--- src/rtl/radix4_pkg.sv ---
package radix4_pkg;

  typedef enum logic [1:0] {
    R4_SKIP = 2'd0,
    R4_ADD  = 2'd1,
    R4_SUB  = 2'd2
  } r4_op_e;

  typedef struct packed {
    r4_op_e op;     // accumulator action
    logic   odd;    // 1: shift by 2N+1, 0: shift by 2N
    logic   cout;   // carry kept for the next step
  } r4_step_t;

endpackage

--- src/rtl/radix4_recode.sv ---
module radix4_recode
  import radix4_pkg::*;
(
  input  logic [1:0] pair,
  input  logic       cin,
  output r4_step_t   step
);
  always_comb begin
    step = '{op: R4_SKIP, odd: 1'b0, cout: 1'b0};
    unique case ({cin, pair})
      3'b0_00: step = '{op: R4_SKIP, odd: 1'b0, cout: 1'b0};
      3'b0_01: step = '{op: R4_ADD,  odd: 1'b0, cout: 1'b0};
      3'b0_10: step = '{op: R4_SUB,  odd: 1'b1, cout: 1'b1};
      3'b0_11: step = '{op: R4_SUB,  odd: 1'b0, cout: 1'b1};
      3'b1_00: step = '{op: R4_ADD,  odd: 1'b0, cout: 1'b0};
      3'b1_01: step = '{op: R4_ADD,  odd: 1'b1, cout: 1'b0};
      3'b1_10: step = '{op: R4_SUB,  odd: 1'b0, cout: 1'b1};
      3'b1_11: step = '{op: R4_SKIP, odd: 1'b0, cout: 1'b1};
      default: step = '{op: R4_SKIP, odd: 1'b0, cout: 1'b0};
    endcase
  end
endmodule

--- src/rtl/radix4_addsub.sv ---
module radix4_addsub
  import radix4_pkg::*;
#(
  parameter int WIDTH = 32,
  parameter int SHW   = 6
) (
  input  logic [WIDTH-1:0] acc,
  input  logic [WIDTH-1:0] mcand,
  input  logic [SHW-1:0]   shamt,
  input  r4_op_e           op,
  output logic [WIDTH-1:0] sum
);
  logic [WIDTH-1:0] shifted;
  logic [WIDTH-1:0] operand;
  logic             cin;

  always_comb begin
    shifted = mcand << shamt;
    unique case (op)
      R4_ADD:  begin operand = shifted;  cin = 1'b0; end
      R4_SUB:  begin operand = ~shifted; cin = 1'b1; end
      default: begin operand = '0;       cin = 1'b0; end
    endcase
    sum = acc + operand + {{(WIDTH-1){1'b0}}, cin};
  end
endmodule

--- src/rtl/radix4_finish.sv ---
module radix4_finish #(
  parameter int WIDTH = 32,
  parameter int STEPS = 16,
  parameter int CNTW  = 5
) (
  input  logic [WIDTH-1:0] mplier_nxt,
  input  logic             carry_nxt,
  input  logic [CNTW-1:0]  step_nxt,
  output logic             last
);
  always_comb begin
    last = ((mplier_nxt == '0) && !carry_nxt) || (step_nxt == CNTW'(STEPS));
  end
endmodule

--- src/rtl/radix4_seq_mul.sv ---
module radix4_seq_mul
  import radix4_pkg::*;
#(
  parameter int WIDTH = 32
) (
  input  logic             clk,
  input  logic             rst,
  input  logic             start,
  input  logic [WIDTH-1:0] mcand,
  input  logic [WIDTH-1:0] mplier,
  input  logic [WIDTH-1:0] addend,
  input  logic             acc_en,
  output logic [WIDTH-1:0] product,
  output logic             done
);
  localparam int STEPS = WIDTH / 2;
  localparam int CNTW  = $clog2(STEPS + 1);
  localparam int SHW   = CNTW + 1;

  logic [WIDTH-1:0] acc_q;
  logic [WIDTH-1:0] mcand_q;
  logic [WIDTH-1:0] mplier_q;
  logic             carry_q;
  logic [CNTW-1:0]  step_q;
  logic             busy_q;
  logic             done_q;

  r4_step_t         dec;
  logic [SHW-1:0]   shamt;
  logic [WIDTH-1:0] sum;
  logic [WIDTH-1:0] mplier_nxt;
  logic [CNTW-1:0]  step_nxt;
  logic             last;

  radix4_recode u_recode (
    .pair (mplier_q[1:0]),
    .cin  (carry_q),
    .step (dec)
  );

  always_comb begin
    shamt      = {step_q, 1'b0} + {{(SHW-1){1'b0}}, dec.odd};
    mplier_nxt = mplier_q >> 2;
    step_nxt   = step_q + 1'b1;
  end

  radix4_addsub #(.WIDTH(WIDTH), .SHW(SHW)) u_addsub (
    .acc   (acc_q),
    .mcand (mcand_q),
    .shamt (shamt),
    .op    (dec.op),
    .sum   (sum)
  );

  radix4_finish #(.WIDTH(WIDTH), .STEPS(STEPS), .CNTW(CNTW)) u_finish (
    .mplier_nxt (mplier_nxt),
    .carry_nxt  (dec.cout),
    .step_nxt   (step_nxt),
    .last       (last)
  );

  always_ff @(posedge clk) begin
    if (rst) begin
      acc_q    <= '0;
      mcand_q  <= '0;
      mplier_q <= '0;
      carry_q  <= 1'b0;
      step_q   <= '0;
      busy_q   <= 1'b0;
      done_q   <= 1'b0;
    end else begin
      done_q <= 1'b0;
      if (!busy_q && start) begin
        acc_q    <= acc_en ? addend : '0;
        mcand_q  <= mcand;
        mplier_q <= mplier;
        carry_q  <= 1'b0;
        step_q   <= '0;
        busy_q   <= 1'b1;
      end else if (busy_q) begin
        acc_q    <= sum;
        mplier_q <= mplier_nxt;
        carry_q  <= dec.cout;
        step_q   <= step_nxt;
        if (last) begin
          busy_q <= 1'b0;
          done_q <= 1'b1;
        end
      end
    end
  end

  assign product = acc_q;
  assign done    = done_q;

endmodule

--- config.mk ---
export PLATFORM = sky130hd
export DESIGN_NAME = radix4_seq_mul
export DESIGN_NICKNAME = d
export VERILOG_FILES = /design/src/rtl/radix4_pkg.sv /design/src/rtl/radix4_recode.sv /design/src/rtl/radix4_addsub.sv /design/src/rtl/radix4_finish.sv /design/src/rtl/radix4_seq_mul.sv
export SDC_FILE = /design/constraint.sdc
export NUM_CORES = 1
export LEC_CHECK = 0
export CAP_MARGIN = 15
export CORE_UTILIZATION = 28
export CTS_CLUSTER_DIAMETER = 40
export CTS_CLUSTER_SIZE = 25
export DETAILED_ROUTE_END_ITERATION = 10
export DONT_BUFFER_PORTS = 1
export GPL_TIMING_DRIVEN = 1
export PLACE_DENSITY = 0.5
export SLEW_MARGIN = 40
export SYNTH_ARGS = -nofsm -noshare
export SYNTH_HDL_FRONTEND = slang
export SYNTH_SLANG_ARGS = --single-unit
--- constraint.sdc ---
create_clock -name clk -period 5.3 [get_ports clk]
set_input_delay 1.06 -clock clk [delete_from_list [all_inputs] [get_ports clk]]
set_output_delay 1.06 -clock clk [all_outputs]
set_load 0.05 [all_outputs]
==> results.json <==
{
  "timing.hold.ws_ns": 0.484,
  "syn-cell-area_um2": 7760,
  "leakage_nw": 3.60,
  "cts.repair.resized": 0,
  "synth_fp_nets": 1098,
  "worst-path-buf-inv": 1,
  "synth_mux_area_share_pct": 20.3,
  "start_util_pct": 28.7,
  "num_antenna_cells": 0,
  "synth_fa_ha_area_share_pct": 5.68,
  "die_area_um2": 28400,
  "hold_violations": 0,
  "rr_worst_depth": 20,
  "max-slew-margin-rel_pct": 46.4,
  "r2r-end": "product[31]",
  "fmax_mhz": 205,
  "synth-compound-area-share_pct": 21.8,
  "core_um2": 27000,
  "multi_input_area_um2": 5340,
  "maxCapViolCount": 0,
  "reg2reg_from": "mplier_q[1]",
  "seq_area_frac_synth_pct": 26.8,
  "r2r_slack_ns": 0.43,
  "gp_congestion": 0.892,
  "crit_path_frequent_cell": "mux2i_1",
  "crit_type": "flop to flop",
  "dr.pass1.iters": 5,
  "cp_slowest_cell": "ha_1",
  "period_share_pct": 91.9,
  "synth-xor-area-share_pct": 3.05,
  "crit_cells": 20,
  "drt-initial-drc-count": 476,
  "regArea_um2": 2090,
  "grt_pass1_vias": 6833,
  "drc": 0,
  "ctsLongestPathBuffers": 2,
  "synth-seq-cells": 104,
  "fin_util_pct": 31.0,
  "clk_pin_slew_ns": 0.08,
  "power.total_mw": 2.26,
  "ys.flop_type": "dfxtp_1",
  "cts_tree": "done",
  "cp_cell_sequence": "nor2b_2, mux2i_4, buf_12, mux2i_1, mux2i_1, mux2i_1, mux2i_1, a21oi_1, nor2_1, mux2i_1, ha_1, a21oi_1, o21ai_0, nor4_1, nor3b_1, or3_1, a21oi_1, a31o_2, nor4_1, and4bb_1",
  "drive_gt1_share_pct": 6.37,
  "ir_worst_vdd_mv": 0.121,
  "dp_hpwl_um": 18500,
  "critPathCaptureType": "flop",
  "ys_types": 65,
  "via_count": 7015,
  "area_growth_pct": 8.05,
  "rows": 60,
  "cts.sinks": 104,
  "whs_path_depth": 2,
  "min_period_ns": 4.87,
  "nets": 1055,
  "nFillCells": 2967,
  "critPathLaunch": "mplier_q[1]",
  "die_w_um": 168,
  "grt_max_degree": 99,
  "synth_top_family_by_area": "compound AO/OA/AOI/OAI gates",
  "slowest_delay_ns": 0.42,
  "port_buffers": 0,
  "via_per_inst": 5.54,
  "finalWirelength_um": 24900,
  "synth_cells": 964,
  "start_kind": "flop",
  "worstPathMaxFanout": 31,
  "grt_pass1_wl_um": 39800,
  "synth-edff-count": 0,
  "io_pins": 133,
  "tns_ns": 0,
  "cts-root-buf": "clkbuf_16",
  "ys.warnings.count": 0,
  "async_flop_share_pct": 0,
  "cp-endpoint": "product[31]",
  "grt_usage_pct": 17.9,
  "die_h_um": 168,
  "setup_viol": 0,
  "power_density_nw_per_um2": 270,
  "cts_buffers": 9,
  "cp_data_required_time_ns": 5.57,
  "rsz0062_at_grt": "false",
  "post_cts_buffers": 0,
  "cts-hold-fix-buffers": 0,
  "slew_violations": 0,
  "htreeDepth": 3,
  "cpLargestDelayFamily": "simple AND/OR/NAND/NOR gates",
  "skew_ns": 0.0145,
  "synth_simple_gate_area_share_pct": 17.9,
  "crit_arrival_ns": 5.14,
  "status": "finished clean",
  "worstMarginPinSlew_ns": 0.803,
  "hp-class": "flop to flop",
  "worstSkewPairLatency_ns": 0.37,
  "wl_per_cell_um": 19.7,
  "syn_area_per_cell_um2": 8.05,
  "antenna_found_initial": 0,
  "grt_overflow": 0,
  "ant_nets": 0
}
## cell type report
cell class,count,area share (%)
Clock inverter,7,1.24
Clock buffer,9,2.69
Timing Repair Buffer,19,1.85
Inverter,12,0.537
Tap cell,341,5.09
Multi-Input combinational cell,775,63.7
Sequential cell,104,24.9
## state kept, by name, summed over array words and instances, names as in the netlist
| signal | count |
|---|---|
| mcand_q | 32 |
| mplier_q | 32 |
| product | 32 |
| step_q | 5 |
| busy_q | 1 |
| carry_q | 1 |
| done | 1 |
## how the worst min path moves through the flow
stage,start,end
detailed placement,mcand_q[13],mcand_q[13]
floorplan,mcand_q[31],mcand_q[31]
global placement,mcand_q[13],mcand_q[13]
global route,mcand_q[26],mcand_q[26]
finish,mcand_q[13],mcand_q[13]
CTS,mcand_q[13],mcand_q[13]
## layer usage
metal / vias up / wire length, µm / GRT usage [%]
li1: 3452 / - / -
met4: 0 / 314 / 4.51
met1: 3378 / 12400 / 25.9
met2: 170 / 11000 / 27.4
met3: 15 / 1170 / 2.82
met5: - / 0 / 0
## worst register-to-register path, delay by kind of cell (launching register included)
| family | cells | cell delay, ns |
|---|---|---|
| and+or+nand+nor | 7 | 1.49 |
| muxes | 6 | 1.34 |
| AOI/OAI and AO/OA | 5 | 0.93 |
| adders and majority gates | 1 | 0.42 |
| DFF | 1 | 0.37 |
| buffers and inverters | 1 | 0.24 |
## cell usage in the layout (no fill, tap or decap), types with 4 or more instances in the layout
cell type,synthesis,final
o21ai_0,21,21
and3_1,5,5
dfxtp_1,104,102
a211o_1,6,6
nand2_1,111,111
nand4_1,7,7
a21o_1,20,20
xor2_1,13,13
nor3_1,14,14
o22ai_1,6,6
o21bai_1,5,4
a21oi_1,103,103
clkbuf_16,0,9
mux4_2,10,10
xnor2_1,14,14
inv_1,10,10
a211oi_1,19,19
and2_1,5,5
nor2b_1,5,5
nand3_1,5,5
clkinv_8,0,4
a221oi_1,14,14
a222oi_1,13,13
mux2i_1,129,129
nand2b_1,15,15
buf_4,1,18
a22oi_1,9,9
nor2_1,121,120
nor4_1,10,10
o31ai_1,6,6
a221o_1,6,6
ha_1,32,32
## power by group
group | switching, mW | total [mW] | internal (mW)
Combinational | 0.305 | 0.532 | 0.227
Clock | 0.399 | 0.748 | 0.350
Sequential | 0.147 | 0.982 | 0.835
Total | 0.851 | 2.26 | 1.41
## per-stage QoR
stage               area, µm²  cells  setup slack, ns
floorplan                7760    964            0.842
global placement         8050   1251            0.566
detailed placement       8050   1251            0.488
CTS                      8380   1267            0.465
global route             8380   1267           0.0892
finish                   8380   1267            0.428
## synthesized netlist by cell type, drive strengths merged, types with 5 or more instances
cell / n / share of area, %
o21bai: 5 / 0.48
a211o: 6 / 0.68
o21ai: 24 / 1.5
a221oi: 14 / 1.6
a21o: 20 / 1.9
xnor2: 14 / 1.6
nand3: 5 / 0.32
o22ai: 6 / 0.48
buf: 23 / 1.4
mux2i: 130 / 17
and2: 8 / 0.65
nor2: 121 / 5.9
dfxtp: 104 / 27
nor4: 10 / 0.81
clkbuf: 50 / 2.4
a221o: 6 / 0.77
nand2b: 15 / 1.2
and3: 5 / 0.40
nor3: 14 / 0.90
nor2b: 6 / 0.52
inv: 11 / 0.53
ha: 32 / 5.2
nand2: 111 / 5.4
a222oi: 13 / 1.7
a21oi: 103 / 6.6
a211oi: 19 / 1.8
mux4: 10 / 2.9
a22oi: 9 / 0.87
xor2: 13 / 1.5
o31ai: 6 / 0.58
nand4: 7 / 0.56
## cell families (layout without fill, tap and decap cells)
| kind of cell | count (synthesis) | after routing |
|---|---|---|
| xor gates and xnor gates | 27 | 27 |
| and+or+nand+nor | 315 | 315 |
| buffers and inverters | 85 | 47 |
| AOI/OAI and AO/OA | 256 | 256 |
| muxes | 143 | 143 |
| DFF | 104 | 104 |
| adders and majority gates | 34 | 34 |
(Power assumes the default switching activity.)
